===== config.mk =====
export PLATFORM = sky130hd
export DESIGN_NAME = pix_draw_engine
export DESIGN_NICKNAME = d
export VERILOG_FILES = /design/src/rtl/pix_draw_pkg.sv /design/src/rtl/pix_cmd_decode.sv /design/src/rtl/pix_sequencer.sv /design/src/rtl/pix_draw_engine.sv
export SDC_FILE = /design/constraint.sdc
export NUM_CORES = 1
export LEC_CHECK = 0
export ABC_AREA = 1
export ABC_CLOCK_PERIOD_IN_PS = 1900
export BUFFER_PORTS_ARGS = -buffer_cell sky130_fd_sc_hd__buf_4
export CORE_ASPECT_RATIO = 0.9
export CORE_MARGIN = 2
export CORE_UTILIZATION = 51
export CTS_CLUSTER_DIAMETER = 30
export DETAILED_ROUTE_END_ITERATION = 16
export PLACE_DENSITY = 0.78
export SLEW_MARGIN = 20
export SYNTH_ARGS = -nofsm -noshare
export SYNTH_HDL_FRONTEND = slang
export SYNTH_HIERARCHICAL = 1
export SYNTH_SLANG_ARGS = --single-unit
export TNS_END_PERCENT = 30

===== constraint.sdc =====
create_clock -name clk_i -period 1.9 [get_ports clk_i]
set_clock_uncertainty 0.05 [all_clocks]
set_input_delay 0.19 -clock clk_i [delete_from_list [all_inputs] [get_ports clk_i]]
set_output_delay 0.19 -clock clk_i [all_outputs]
set_load 0.02 [all_outputs]

===== src/rtl/pix_draw_pkg.sv =====
package pix_draw_pkg;
  localparam int unsigned CMD_W  = 32;
  localparam int unsigned MASK_W = 32;
  localparam int unsigned SRC_W  = 24;
  localparam int unsigned RUN_W  = 5;
  localparam int unsigned CNT_W  = $clog2(MASK_W);
  localparam int unsigned TRIG_BIT = 2;
  localparam int unsigned DST_LSB  = 3;

  typedef enum logic [1:0] {
    OP_STIP,
    OP_FILL,
    OP_COPY
  } op_kind_e;

  typedef enum logic [2:0] {
    ST_IDLE,
    ST_STIP,
    ST_FILL,
    ST_CP_RD,
    ST_CP_WR
  } eng_state_e;
endpackage


===== src/rtl/pix_cmd_decode.sv =====
module pix_cmd_decode
  import pix_draw_pkg::*;
#(
  parameter int unsigned ADDR_W = 20,
  parameter int unsigned PIX_W  = 8
) (
  input  logic                clk_i,
  input  logic                rst_ni,
  input  logic                accept_i,
  input  logic                win_i,
  input  logic [ADDR_W+2:0]   addr_i,
  input  logic [CMD_W-1:0]    data_i,
  input  logic                busy_i,
  output logic                start_o,
  output op_kind_e            kind_o,
  output logic [ADDR_W-1:0]   dst_o,
  output logic [ADDR_W-1:0]   src_o,
  output logic [RUN_W-1:0]    len_m1_o,
  output logic [MASK_W-1:0]   mask_o,
  output logic [PIX_W-1:0]    colour_o
);
  logic [PIX_W-1:0] colour_q;
  logic             is_fill;

  always_ff @(posedge clk_i or negedge rst_ni) begin
    if (!rst_ni)                         colour_q <= '0;
    else if (accept_i && !addr_i[TRIG_BIT]) colour_q <= data_i[PIX_W-1:0];
  end

  assign is_fill  = (data_i[SRC_W-1:0] == {SRC_W{1'b1}});
  assign start_o  = accept_i && addr_i[TRIG_BIT];
  assign dst_o    = addr_i[ADDR_W+DST_LSB-1:DST_LSB];
  assign src_o    = data_i[ADDR_W-1:0];
  assign len_m1_o = data_i[SRC_W+RUN_W-1:SRC_W];
  assign mask_o   = data_i[MASK_W-1:0];
  assign colour_o = colour_q;

  always_comb begin
    if (!win_i)       kind_o = OP_STIP;
    else if (is_fill) kind_o = OP_FILL;
    else              kind_o = OP_COPY;
  end

  assert_colour_hold_R1: assert property (@(posedge clk_i) disable iff (!rst_ni)
    busy_i |=> $stable(colour_q));
endmodule


===== src/rtl/pix_sequencer.sv =====
module pix_sequencer
  import pix_draw_pkg::*;
#(
  parameter int unsigned ADDR_W = 20,
  parameter int unsigned PIX_W  = 8
) (
  input  logic                clk_i,
  input  logic                rst_ni,
  input  logic                start_i,
  input  op_kind_e            kind_i,
  input  logic [ADDR_W-1:0]   dst_i,
  input  logic [ADDR_W-1:0]   src_i,
  input  logic [RUN_W-1:0]    len_m1_i,
  input  logic [MASK_W-1:0]   mask_i,
  input  logic [PIX_W-1:0]    colour_i,
  output logic                busy_o,
  output logic                mem_req_o,
  output logic                mem_we_o,
  output logic [ADDR_W-1:0]   mem_addr_o,
  output logic [PIX_W-1:0]    mem_wdata_o,
  input  logic [PIX_W-1:0]    mem_rdata_i
);
  localparam logic [CNT_W-1:0] STIP_LAST = CNT_W'(MASK_W - 1);

  eng_state_e        state_q;
  logic [ADDR_W-1:0] dst_q, src_q;
  logic [MASK_W-1:0] mask_q;
  logic [CNT_W-1:0]  cnt_q, len_q;
  logic              run_last;

  assign run_last = (cnt_q == len_q);

  always_ff @(posedge clk_i or negedge rst_ni) begin
    if (!rst_ni) begin
      state_q <= ST_IDLE;
      dst_q   <= '0;
      src_q   <= '0;
      mask_q  <= '0;
      cnt_q   <= '0;
      len_q   <= '0;
    end else begin
      unique case (state_q)
        ST_IDLE: if (start_i) begin
          dst_q  <= dst_i;
          src_q  <= src_i;
          mask_q <= mask_i;
          len_q  <= CNT_W'(len_m1_i);
          cnt_q  <= '0;
          unique case (kind_i)
            OP_STIP: state_q <= ST_STIP;
            OP_FILL: state_q <= ST_FILL;
            default: state_q <= ST_CP_RD;
          endcase
        end
        ST_STIP: begin
          mask_q <= mask_q << 1;
          dst_q  <= dst_q + 1'b1;
          cnt_q  <= cnt_q + 1'b1;
          if (cnt_q == STIP_LAST) state_q <= ST_IDLE;
        end
        ST_FILL: begin
          dst_q <= dst_q + 1'b1;
          cnt_q <= cnt_q + 1'b1;
          if (run_last) state_q <= ST_IDLE;
        end
        ST_CP_RD: state_q <= ST_CP_WR;
        ST_CP_WR: begin
          dst_q <= dst_q + 1'b1;
          src_q <= src_q + 1'b1;
          cnt_q <= cnt_q + 1'b1;
          state_q <= run_last ? ST_IDLE : ST_CP_RD;
        end
        default: state_q <= ST_IDLE;
      endcase
    end
  end

  // stipple: skip pixels whose mask bit is clear
  always_comb begin
    mem_req_o   = 1'b0;
    mem_we_o    = 1'b1;
    mem_addr_o  = dst_q;
    mem_wdata_o = colour_i;
    unique case (state_q)
      ST_STIP:  mem_req_o = mask_q[MASK_W-1];
      ST_FILL:  mem_req_o = 1'b1;
      ST_CP_RD: begin
        mem_req_o  = 1'b1;
        mem_we_o   = 1'b0;
        mem_addr_o = src_q;
      end
      ST_CP_WR: begin
        mem_req_o   = 1'b1;
        mem_wdata_o = mem_rdata_i;
      end
      default: mem_req_o = 1'b0;
    endcase
  end

  assign busy_o = (state_q != ST_IDLE);

  assert_copy_read_first_R7: assert property (@(posedge clk_i) disable iff (!rst_ni)
    (state_q == ST_CP_WR) |-> $past(mem_req_o && !mem_we_o));

  assert_fill_step_R10: assert property (@(posedge clk_i) disable iff (!rst_ni)
    (state_q == ST_FILL && $past(state_q) == ST_FILL)
      |-> mem_addr_o == $past(mem_addr_o) + 1'b1);
endmodule


===== src/rtl/pix_draw_engine.sv =====
module pix_draw_engine
  import pix_draw_pkg::*;
#(
  parameter int unsigned ADDR_W = 20,
  parameter int unsigned PIX_W  = 8
) (
  input  logic               clk_i,
  input  logic               rst_ni,
  input  logic               cmd_valid_i,
  output logic               cmd_ready_o,
  input  logic               cmd_win_i,
  input  logic               cmd_we_i,
  input  logic [ADDR_W+2:0]  cmd_addr_i,
  input  logic [CMD_W-1:0]   cmd_wdata_i,
  output logic [CMD_W-1:0]   rd_data_o,
  output logic               busy_o,
  output logic               mem_req_o,
  output logic               mem_we_o,
  output logic [ADDR_W-1:0]  mem_addr_o,
  output logic [PIX_W-1:0]   mem_wdata_o,
  input  logic [PIX_W-1:0]   mem_rdata_i
);
  logic              accept, start;
  op_kind_e          kind;
  logic [ADDR_W-1:0] dst, src;
  logic [RUN_W-1:0]  len_m1;
  logic [MASK_W-1:0] mask;
  logic [PIX_W-1:0]  colour;

  assign cmd_ready_o = !busy_o;
  assign accept      = cmd_valid_i && cmd_ready_o && cmd_we_i;
  assign rd_data_o   = '0;

  pix_cmd_decode #(.ADDR_W(ADDR_W), .PIX_W(PIX_W)) u_decode (
    .clk_i    (clk_i),
    .rst_ni   (rst_ni),
    .accept_i (accept),
    .win_i    (cmd_win_i),
    .addr_i   (cmd_addr_i),
    .data_i   (cmd_wdata_i),
    .busy_i   (busy_o),
    .start_o  (start),
    .kind_o   (kind),
    .dst_o    (dst),
    .src_o    (src),
    .len_m1_o (len_m1),
    .mask_o   (mask),
    .colour_o (colour)
  );

  pix_sequencer #(.ADDR_W(ADDR_W), .PIX_W(PIX_W)) u_seq (
    .clk_i       (clk_i),
    .rst_ni      (rst_ni),
    .start_i     (start),
    .kind_i      (kind),
    .dst_i       (dst),
    .src_i       (src),
    .len_m1_i    (len_m1),
    .mask_i      (mask),
    .colour_i    (colour),
    .busy_o      (busy_o),
    .mem_req_o   (mem_req_o),
    .mem_we_o    (mem_we_o),
    .mem_addr_o  (mem_addr_o),
    .mem_wdata_o (mem_wdata_o),
    .mem_rdata_i (mem_rdata_i)
  );

  assert_start_busy_R9: assert property (@(posedge clk_i) disable iff (!rst_ni)
    start |=> busy_o);

  assert_req_in_busy_R9: assert property (@(posedge clk_i) disable iff (!rst_ni)
    mem_req_o |-> busy_o);
endmodule


* After elaboration in Yosys (flattened, before gate mapping)
Index checks and enable logic that the tools add are counted.
** Operators by class
- $add $sub $neg :: 3
- Eq/ne operators :: 11
- Multiplexer cells :: 20
- Reductions and logical operators :: 19
** Operators with widths (count)
- $pmux 20 s2 :: 2
- $pmux 32 s2 :: 1
- $mux 20 :: 3
- $add 20x1->20 const B :: 2
- $mux 32 :: 1
- $eq 24x24->1 const B :: 1
- $pmux 3 s5 :: 1
- $pmux 5 s2 :: 1
- $mux 3 :: 3
- $mux 8 :: 1
- $reduce_and 2->1 :: 4
- $eq 3x2->1 const B :: 2
- $mux 2 :: 3
- $reduce_bool 2->1 :: 3
- $reduce_or 3->1 :: 2
- $add 5x1->5 const B :: 1
- $eq 5x5->1 :: 1
- $eq 5x5->1 const B :: 1
- $mux 5 :: 1
- $logic_and 1x1->1 :: 4
- $ne 2x1->1 const B :: 2
- $pmux 2 s2 :: 1
- $eq 3x1->1 const B :: 1
- $eq 3x3->1 const B :: 1
- 9 further kinds :: 10
** Word-level totals
- Flip-flop bits (word level) :: 93
- Input port bits :: 68
- Output and inout port bits :: 64
- Word-level logic and storage cells :: 60

* Longest topological paths before layout
Gate-level depths: netlist of run 1.
- Depth in word-level cells :: 7
- Depth in mapped cells :: 13

* Hierarchy
The synthesis of run 1 kept the hierarchy.
** Modules (own cells, without submodules)
- pix_sequencer :: times used 1, cells an instance 773, area an instance 5223.8 µm², sequential area each 2127.0 µm²
- pix_cmd_decode :: times used 1, cells an instance 119, area an instance 979.7 µm², sequential area each 200.2 µm²
- pix_draw_engine :: times used 1, cells an instance 36, area an instance 257.7 µm², sequential area each 0.0 µm²

* Worst setup path after synthesis of run 1
No wires, ideal clock.
- Path kind :: flip-flop to flip-flop
- From :: register u_seq.state_q[1]
- To :: register u_seq.mask_q[23]
- Library setup time :: 95 ps
- Arrival :: 1829 ps
- Data required time :: 1755 ps
- Setup slack :: -75 ps
- Stages on the path, launching flop included :: 12
- Path buffers :: 2
- Cells stage by stage :: dfrtp_1 -> nor2_1 -> nand2_1 -> nor2_2 -> nand2_1 -> inv_1 -> inv_1 -> nor2_2 -> nor2_1 -> buf_2 -> buf_6 -> o31ai_1
** On the way
- Cells in the longest elaborated chain, start to end :: 7
- Elaborated cells between the ends (all ways) :: 11
- Classes of those cells :: eq/ne (2); mux (1); reduce/logical (8)
** RTL lines
- start: declaration :: RTL line pix_sequencer.sv:25 : eng_state_e state_q;
- start signal: assignment :: RTL line pix_sequencer.sv:71 : state_q <= run_last ? ST_IDLE : ST_CP_RD;
- $reduce_bool 3->1 :: RTL line pix_sequencer.sv:100 : assign busy_o = (state_q != ST_IDLE);
- net busy_o :: RTL line pix_draw_engine.sv:16 : output logic busy_o,
- $logic_not 1->1 :: RTL line pix_draw_engine.sv:30 : assign cmd_ready_o = !busy_o;
- $logic_and 1x1->1 (2 in series) :: RTL line pix_draw_engine.sv:31 : assign accept = cmd_valid_i && cmd_ready_o && cmd_we_i;
- net accept :: RTL line pix_draw_engine.sv:23 : logic accept, start;
- $logic_and 1x1->1 :: RTL line pix_cmd_decode.sv:31 : assign start_o = accept_i && addr_i[TRIG_BIT];
- net start :: RTL line pix_draw_engine.sv:23
- $ne 2x2->1 (no line)
- $reduce_and 2->1 (no line)
- end signal: assignment :: RTL line pix_sequencer.sv:46 : mask_q <= mask_i;
- end signal: assignment :: RTL line pix_sequencer.sv:56 : mask_q <= mask_q << 1;
- end: declaration :: RTL line pix_sequencer.sv:27 : logic [MASK_W-1:0] mask_q;
The timed path passes the listed nets, and every way through them passes these cells.
A chain may end at the register's enable or synchronous reset.

* Worst setup path in the final report of run 1
- From :: register u_seq.state_q[2]
- To :: output port mem_wdata_o[3]
** On the way
- Cells in the longest elaborated chain, start to end :: 2
** RTL lines
- $eq 3x3->1 :: RTL line pix_sequencer.sv:84 : unique case (state_q)
- $mux 8 :: RTL line pix_sequencer.sv:84
- end: declaration :: RTL line pix_draw_engine.sv:20 : output logic [PIX_W-1:0] mem_wdata_o,
No other way between the ends.

==> results of run 1 <==
area by class of cell:
cell class | count | share of cell area
multi-input combinational | 648 | 0.423
tap | 160 | 0.0247
clock buffer | 11 | 0.0300
clock inverter | 4 | 0.00896
timing repair buffer | 149 | 0.187
sequential | 93 | 0.287
inverter | 78 | 0.0382
what timing repair did:
action	4_1_cts	5_1_grt
setup endpoints to repair	29	102
gates resized for setup	69	120
pin swaps	2	15
setup buffers	13	7
hold buffers	1	0
endpoints found under the hold margin	25	0
cloned	3	7
sequential cells by signal (all words and copies together), names as in the netlist:
name,flops
u_decode/colour_o,8
u_seq/src_q,20
u_seq/len_q,5
u_seq/cnt_q,5
u_seq/dst_q,20
u_seq/mask_q,32
u_seq/state_q,3
through the flow:
| stage | instances | hold slack (ps) | total power, mW |
|---|---|---|---|
| after floorplan | 959 | -156 | 8.31 |
| after global placement | 1100 | 85.4 | 10.2 |
| after detailed placement | 1100 | 84.8 | 10.3 |
| after CTS | 1132 | 8.90 | 13.0 |
| after global routing | 1143 | 32.1 | 15.3 |
| final | 1143 | 13.9 | 14.4 |
per-layer routing:
layer | vias up | track usage | wire (um)
li1 | 2913 | - | -
met1 | 2933 | 0.345 | 7380
met2 | 433 | 0.396 | 9000
met3 | 64 | 0.0643 | 1920
met4 | 0 | 0.0835 | 649
met5 | - | 0 | 0
logic make-up after synthesis:
| family | count (synthesis) | share of synthesized area |
|---|---|---|
| AND/OR/NAND/NOR | 471 | 0.293 |
| buffers and inverters | 218 | 0.197 |
| AO/OA/AOI/OAI | 123 | 0.114 |
| flip-flops | 93 | 0.360 |
| XOR/XNOR | 10 | 0.0136 |
| multiplexers | 8 | 0.0139 |
| adder cells (fa/ha/maj) | 4 | 0.00775 |
| other | 1 | 0.000580 |
worst reg2reg max path: stages (launching register included):
cell,delay (ps)
dfrtp_1,410
inv_2,80
buf_6,110
buf_6,90
nor2_4,50
buf_12,130
buf_6,110
nor2_4,90
nand2_4,100
buf_12,170
or2_2,270
o211ai_1,80
nand2_1,70
power by group:
group,leakage (nW),internal [mW],switching (mW)
Clock,0.152,1.18,0.785
Sequential,1.12,2.99,1.01
Combinational,2.76,3.61,4.86
worst min-delay path by stage:
| stage | cells past startpoint | start | to | slack (ps) |
|---|---|---|---|---|
| 5_1_grt | 3 | cmd_wdata_i[28] | u_seq/len_q[4] | 30 |
| 2_1_floorplan | 0 | rst_ni | u_decode/colour_o[0] | -160 |
| 3_5_place_dp | 1 | rst_ni | u_seq/dst_q[15] | 80 |
| 4_1_cts | 3 | cmd_wdata_i[24] | u_seq/len_q[0] | 9 |
| 6_report | 3 | cmd_wdata_i[27] | u_seq/len_q[3] | 10 |
| 3_3_place_gp | 1 | rst_ni | u_seq/dst_q[15] | 90 |
placed cells by master (no fill, tap or decap), types with 6 or more instances in the layout:
master	instances
a21oi_1	15
buf_12	11
buf_4	93
buf_6	36
clkbuf_16	14
conb_1	32
dfrtp_1	93
inv_1	68
inv_2	7
mux2_2	8
nand2_1	243
nand2_2	20
nand2_4	22
nand3_1	36
nand4_1	8
nor2_1	120
nor2_2	7
nor2_4	6
o211ai_1	6
o21ai_0	32
o21ai_1	8
o21ai_2	8
o21ai_4	10
o22ai_1	12
o31ai_1	9
o31ai_2	7
xor2_1	8
Yosys cell counts, drive strengths merged:
cell       n
nand3     37
xnor2      2
o21ai     58
buf      125
a211oi     1
or2        2
o21bai     1
a21oi     15
nor2     133
nand4      8
a22oi      3
dfrtp     93
a22o       2
inv       78
nor3       6
o211ai     6
conb       1
clkbuf    15
o31ai     16
xor2       8
mux2       8
a221oi     7
ha         4
o22ai     12
nand2    285
o21a       1
a2bb2oi    1
==> reports/qor.yml, run 1 <==
setup_viol: 30
critical_path.slowest_cell: "dfrtp_1"
drc: 0
min_period_ps: 2030
tritoncts: "built"
totalWireLength_um: 18900
rrSetupSlack_ps: -30
crit_type: "reg -> out"
vias: 6343
grt_pass1_vias: 5660
cp-end-kind: "output pin"
grt_pass1_wl_um: 27400
fin_crit_sh: 1.07
die_x_um: 123
hold_viol_final: 0
die_y_um: 111
start_util: 0.529
critPathLaunch: "u_seq/state_q[2]"
place_congestion: 0.909
cp_top_family: "buffers and inverters"
worstPathCellList: "inv_2 > buf_6 > buf_6 > nor2_4 > clkinvlp_4 > buf_8 > nand2_4 > nand2_2 > buf_6"
start_kind: "register"
violations: "negative setup slack"
cpPeakStageDelay_ps: 390
drt_iter0_markers: 701
synth_top_cell_by_area: "dfrtp_1"
place_area_um2: 6790
synth_area_leaders: "dfrtp_1 36%, nand2_1 16%, buf_4 13%"
r2r_end: "u_seq/dst_q[3]"
synth-seq-cells: 93
clockBufferDepth: 2
synth_top_area_share: 0.360
numCtsBuffers: 9
arrival_ps: 1790
h-tree-depth: 3
track_usage: 0.254
io_pins: 132
clk_pin_slew_ps: 70
clk_latency_ps: 350
final_area_um2: 8100
crit_fanout: 5
r2r_cells: 12
rows: 38
core_area_um2: 12200
postRouteAntennaNets: 0
drt_pass1_iterations: 6
powerDensity_nw_per_um2: 1780
ir_drop_v: 0.000870
yosysWarningCount: 6
fill_cells: 928
viasPerCell: 5.55
worst_slack_ps: -134
port_buffers: 97
seq_area_um2: 2330
grt_antenna_before_repair: 0
syn_inst: 928
place_ws_ps: 49.0
wl_per_cell_um: 16.6
hold_path_class: "in -> reg"
n_antenna_cell: 0
rsz0062_at_grt: "yes"
area_growth_syn_to_layout_pct: 25.3
drv_slew: 0
cp_common_cell: "buf_6"
yosysUniqueCellTypes: 36
syn-mean-instance-area_um2: 6.96
cts-root-buf: "clkbuf_16"
yosysSeqAreaShare: 0.360
dieArea_um2: 13600
grt_max_degree: 48
nets: 1051
numClockSinks: 93
leakage_nw: 4.02
dp_hpwl_um: 11800
crit_path_end: "mem_wdata_o[3]"
finish.utilization: 0.663
required_ps: 1660
status: "finished with violations"
layout-drive-gt1-share: 0.273
crit_cells: 9
tns_ps: -2250
maxCapViolCount: 0
r2r-start: "u_seq/state_q[2]"
cp_num_buf_inv: 6
grt-ovfl-total: 0
max_freq_ghz: 0.492
multi_input_area_um2: 3430
syn_area_um2: 6460
Power figures use the tool's default switching activity.
==> run 2: changes to the inputs <==
--- a/config.mk
+++ b/config.mk
@@ -10,10 +10,11 @@
 export BUFFER_PORTS_ARGS = -buffer_cell sky130_fd_sc_hd__buf_4
 export CORE_ASPECT_RATIO = 0.9
 export CORE_MARGIN = 2
-export CORE_UTILIZATION = 51
+export CORE_UTILIZATION = 52
+export CTS_BUF_LIST = sky130_fd_sc_hd__clkbuf_8
 export CTS_CLUSTER_DIAMETER = 30
 export DETAILED_ROUTE_END_ITERATION = 16
-export PLACE_DENSITY = 0.78
+export PLACE_DENSITY = 0.79
 export SLEW_MARGIN = 20
 export SYNTH_ARGS = -nofsm -noshare
 export SYNTH_HDL_FRONTEND = slang
==> run 2 against run 1 <==
Effect of this change:
- the flow still finishes with violations (negative setup slack)
- highest routed layer unchanged
- hold slack better by 2.5 ps
- flip-flop and latch count is the same
- largest power group unchanged
- critical path type unchanged
- sequential power fell by 4%
- count of clock-buffer cells in the layout decreased by 1
==> reports/qor.yml, run 2 (synthesis gave the netlist of run 1 again) <==
track_usage: 0.253
die_x_um: 122
hold_start: "cmd_wdata_i[0]"
power_mw: 12.6
rsz0062_at_grt: "yes"
grt_pass1_vias: 5527
clockBufferDepth: 2
leakage_nw: 3.75
postRouteAntennaNets: 0
arrival_ps: 1780
crit_type: "reg -> out"
h-tree-depth: 3
status: "finished with violations"
numClockSinks: 93
powerDensity_nw_per_um2: 1670
largest_reg_flops: 32
hold_path_class: "in -> reg"
maxCapViolCount: 0
p_seq_frac: 0.305
place_congestion: 0.908
clk_latency_ps: 390
largestRegisters: "u_seq/mask_q (32), u_seq/dst_q (20), u_seq/src_q (20)"
gr-usage-met2: 0.408
swShare: 0.477
dieArea_um2: 13300
r2r_cells: 12
io_pins: 132
use_met1: 0.344
top_register: "u_seq/mask_q"
p_sw_mw: 6.01
grt_max_degree: 36
layout_common_cells: "274 x nand2_1, 121 x nor2_1, 105 x buf_4"
grt_pass1_wl_um: 26500
numCtsBuffers: 9
totalWireLength_um: 16800
min_period_ps: 2020
finish.utilization: 0.625
core_area_um2: 12100
hold_path_depth: 2
dp_hpwl_um: 11900
grt-ovfl-total: 0
rrSetupSlack_ps: 30
rows: 38
cp-end-kind: "output pin"
start_util: 0.535
start_kind: "register"
violations: "negative setup slack"
use_met3: 0.0446
wl_per_cell_um: 14.7
die_y_um: 110
hold_path_end: "u_decode/colour_o[0]"
drt_pass1_iterations: 6
combPwrFrac: 0.594
viasPerCell: 5.19
grt_antenna_before_repair: 0
setup_viol: 29
r2r-start: "u_seq/state_q[0]"
layout_commonest_cell: "nand2_1"
required_ps: 1660
drc: 0
max_freq_ghz: 0.496
vias: 5928
layout-drive-gt1-share: 0.227
drt_iter0_markers: 707
fin_crit_sh: 1.06
port_buffers: 97
nets: 1050
r2r_end: "u_seq/src_q[15]"
ir_drop_v: 0.000835
area_growth_syn_to_layout_pct: 16.8
n_antenna_cell: 0
fill_cells: 1044
cts-root-buf: "clkbuf_8"
p_int_mw: 6.60
worst_slack_ps: -116
clk_pin_slew_ps: 100
tritoncts: "built"
drv_slew: 0
hold_viol_final: 0
pwr-share-clk: 0.102
crit_fanout: 10
grt-busiest-layer: "met2"
## run 2: cell count changes in the layout (fill, tap and decap cells not counted), sizes merged
| cell | delta |
|---|---|
| bufinv | -2 |
| clkinv | +1 |
| buf | -4 |
| inv | +2 |
| clkinvlp | +1 |
| nor2 | +1 |
| clkbuf | -4 |
| dlygate4sd3 | +5 |
## run 2: metal layers
layer,vias to the layer above,wire [um]
li1,2910,-
met1,2719,7290
met2,272,7870
met3,27,1310
met4,0,325
met5,-,0
## run 2: repair_timing
action	in CTS	in global routing
buffers inserted	9	5
endpoints found under the setup margin	34	89
cloned	1	3
hold endpoints to repair	33	0
hold buffers	6	0
pin swaps	4	9
resized for setup	29	57
## run 2: worst max path at each step
stage / to / from / slack [ps] / cells after the start
floorplan: u_seq/mask_q[23] / u_seq/state_q[1] / 30 / 11
finish: mem_addr_o[1] / u_seq/state_q[2] / -120 / 8
global route: mem_addr_o[1] / u_seq/state_q[2] / -180 / 8
global placement: u_seq/mask_q[30] / u_seq/state_q[2] / 20 / 10
CTS: mem_addr_o[11] / u_seq/state_q[2] / -70 / 8
detailed placement: u_seq/mask_q[2] / u_seq/state_q[1] / 4 / 10
## run 2: worst max-delay path: stages, from the launching register on
cell       delay [ps]
dfrtp_1           420
inv_2              90
nand2_2            90
nor2_4            170
buf_4             160
clkbuf_16         150
nand2_1            90
nand2_1            80
buf_4             130
## run 2: power by group through the flow
| stage | Sequential [mW] | Clock [mW] | Combinational (mW) |
|---|---|---|---|
| after floorplan | 3.59 | 0 | 4.72 |
| after global placement | 3.81 | 0 | 6.41 |
| after detailed placement | 3.84 | 0 | 6.56 |
| after CTS | 3.81 | 1.30 | 6.90 |
| after global routing | 3.96 | 1.38 | 8.29 |
| final | 3.84 | 1.28 | 7.48 |
## run 2: cell type report
class | instances | area (um2) | share of cell area
Multi-Input combinational cell | 649 | 3160 | 0.419
Sequential cell | 93 | 2330 | 0.309
Timing Repair Buffer | 147 | 1370 | 0.182
Inverter | 78 | 299 | 0.0396
Tap cell | 160 | 200 | 0.0265
Clock buffer | 10 | 138 | 0.0182
Clock inverter | 6 | 47.5 | 0.00630
## run 2: stage by stage
step / instance area, um2 / hold slack (ps) / cells / setup WS [ps] / TNS, ps
final: 7540 / 16.4 / 1143 / -116 / -1670
after detailed placement: 6820 / 120 / 1103 / 4.40 / 0
after CTS: 7260 / 9.45 / 1135 / -72.9 / -1070
after floorplan: 6590 / -156 / 959 / 27.2 / 0
after global routing: 7540 / 4.99 / 1143 / -175 / -4240
after global placement: 6820 / 116 / 1103 / 15.0 / 0
==> run 3: changes to the inputs <==
--- a/config.mk
+++ b/config.mk
@@ -6,15 +6,15 @@
 export NUM_CORES = 1
 export LEC_CHECK = 0
 export ABC_AREA = 1
-export ABC_CLOCK_PERIOD_IN_PS = 1900
+export ABC_CLOCK_PERIOD_IN_PS = 2550
 export BUFFER_PORTS_ARGS = -buffer_cell sky130_fd_sc_hd__buf_4
 export CORE_ASPECT_RATIO = 0.9
 export CORE_MARGIN = 2
-export CORE_UTILIZATION = 52
+export CORE_UTILIZATION = 62
 export CTS_BUF_LIST = sky130_fd_sc_hd__clkbuf_8
 export CTS_CLUSTER_DIAMETER = 30
 export DETAILED_ROUTE_END_ITERATION = 16
-export PLACE_DENSITY = 0.79
+export PLACE_DENSITY = 0.89
 export SLEW_MARGIN = 20
 export SYNTH_ARGS = -nofsm -noshare
 export SYNTH_HDL_FRONTEND = slang
==> constraint.sdc (replaced) <==
create_clock -name clk_i -period 2.55 [get_ports clk_i]
set_clock_uncertainty 0.05 [all_clocks]
set_input_delay 0.255 -clock clk_i [delete_from_list [all_inputs] [get_ports clk_i]]
set_output_delay 0.255 -clock clk_i [all_outputs]
set_load 0.02 [all_outputs]
==> run 3 against run 2 <==
Effect of this change:
- the run now ends clean
- flip-flop and latch count is the same
- utilization grew 4.4 points
- combinational power shrank 37%
- wire length shrank 8.7%
- critical path depth grew 3
- clock power shrank 23%
- final cell count shrank 5.9%
- sequential share of layout area grew 3.3 points
- global-route usage grew 2.5 points
- sequential power shrank 26%
- register-to-register slack gained 120 ps
- hold slack gained 36 ps
- largest power group unchanged
==> reports/qor.yml, run 3 (synthesis gave the netlist of run 1 again) <==
status: "completed"
drc: 0
rsz0062_at_grt: "no"
r2r-start: "u_seq/state_q[2]"
io_pins: 132
hold_path_class: "in -> reg"
multi_input_area_um2: 3000
required_ps: 2770
largestRegisters: "u_seq/mask_q (32), u_seq/dst_q (20), u_seq/src_q (20)"
critical_path.slowest_cell: "nor2_1"
start_util: 0.633
tritoncts: "built"
placedCellCount: 1059
combPwrFrac: 0.550
crit_path_end: "u_seq/src_q[1]"
slew_headroom: 0.432
tns_ps: 0
drv_slew: 0
worst_slack_ps: 152
largest_reg_flops: 32
layout_commonest_cell: "nand2_1"
cpPeakStageDelay_ps: 650
dieArea_um2: 11300
port_buffers: 97
cts_setup_buffers: 0
p_int_mw: 4.40
r2r_end: "u_seq/src_q[1]"
core_area_um2: 10200
worstMarginPinSlew_ps: 849
r2r_cells: 11
numCtsBuffers: 9
crit_fanout: 12
layout_common_cells: "283 x nand2_1, 126 x nor2_1, 110 x buf_4"
clockBufferDepth: 2
track_usage: 0.278
max_freq_ghz: 0.417
h-tree-depth: 3
pwr-share-clk: 0.115
grt-ovfl-total: 0
seq_area_um2: 2330
finish.utilization: 0.669
die_y_um: 101
swShare: 0.485
grt_antenna_before_repair: 0
hold_viol_final: 0
fin_cells: 1075
ir_drop_v: 0.000886
postRouteAntennaNets: 0
fin_crit_sh: 0.940
clk_latency_ps: 370
drt_pass1_iterations: 6
area_growth_syn_to_layout_pct: 5.60
min_period_ps: 2400
p_sw_mw: 4.14
worstPathCellList: "inv_2 > nand2_1 > nor2_2 > nand2_1 > inv_1 > inv_1 > nor2_4 > nor2_1 > inv_1 > o22ai_1 > nor2_1"
nets: 1014
place_ws_ps: 231
arrival_ps: 2620
fill_cells: 874
p_seq_frac: 0.335
powerDensity_nw_per_um2: 1250
grt_max_degree: 47
n_antenna_cell: 0
vias: 5855
maxCapViolCount: 0
cp_common_cell: "inv_1"
cts-root-buf: "clkbuf_8"
rows: 35
grt_pass1_wl_um: 25000
layout-drive-gt1-share: 0.159
wl_per_cell_um: 14.3
critPathLaunch: "u_seq/state_q[2]"
start_kind: "register"
top_register: "u_seq/mask_q"
cp-end-kind: "register"
clk_pin_slew_ps: 90
die_x_um: 112
rrSetupSlack_ps: 150
leakage_nw: 3.48
place_congestion: 0.913
dp_hpwl_um: 11400
setup_viol: 0
drt_iter0_markers: 533
numClockSinks: 93
whs_ps: 52.7
totalWireLength_um: 15300
viasPerCell: 5.45
crit_type: "reg -> reg"
grt_pass1_vias: 5220
-- run 3: cell types whose count changed in the layout (fill, tap and decap cells not counted), sizes merged --
cell	change
buf	-28
bufinv	+1
clkbuf	-3
clkinv	+1
clkinvlp	-3
dlygate4sd3	-5
inv	+1
nor2	-1
-- run 3: metrics by stage --
stage,area [um2],power [mW]
floorplan,6580,6.18
global placement,6610,7.31
detailed placement,6610,7.49
CTS,6810,8.50
global route,6820,9.27
finish,6820,8.55
-- run 3: worst min path at each step --
stage / from / end / slack, ps / depth (start not counted)
6_report: cmd_wdata_i[24] / u_seq/len_q[0] / 50 / 3
2_1_floorplan: rst_ni / u_decode/colour_o[0] / -90 / 0
3_3_place_gp: rst_ni / u_seq/dst_q[17] / 100 / 1
5_1_grt: cmd_wdata_i[27] / u_seq/len_q[3] / 50 / 3
3_5_place_dp: rst_ni / u_seq/dst_q[17] / 110 / 1
4_1_cts: cmd_wdata_i[24] / u_seq/len_q[0] / 40 / 3
-- run 3: repair_timing --
action | 4_1_cts | 5_1_grt
hold buffers | 1 | 0
endpoints found under the hold margin | 18 | 0
endpoints found under the setup margin | 0 | 10
resized for setup | 0 | 2
-- run 3: critical path, delay by kind of cell, from the launching register on --
kind,cells,cell delay [ps]
AOI/OAI and AO/OA,1,210
buffers and inverters,4,560
DFF,1,440
and+or+nand+nor,6,1050
-- run 3: routing by layer --
metal,vias up,track usage,share of wire
met5,-,0,0
met4,0,0.104,0.028
met3,34,0.0577,0.097
met2,295,0.435,0.45
met1,2688,0.385,0.42
li1,2838,-,-
-- run 3: power groups by stage --
stage	registers (mW)	clock network [mW]	logic, mW
6_report	2.86	0.987	4.70
5_1_grt	2.96	1.07	5.24
4_1_cts	2.85	1.01	4.65
3_5_place_dp	2.86	0	4.63
3_3_place_gp	2.84	0	4.48
2_1_floorplan	2.68	0	3.51
-- run 3: cell type report --
cell class                 count  share of cell area
tap                          129              0.0237
multi-input combinational    648               0.439
clock inverter                 6             0.00954
clock buffer                   9              0.0182
inverter                      78              0.0429
timing repair buffer         112               0.125
sequential                    93               0.341
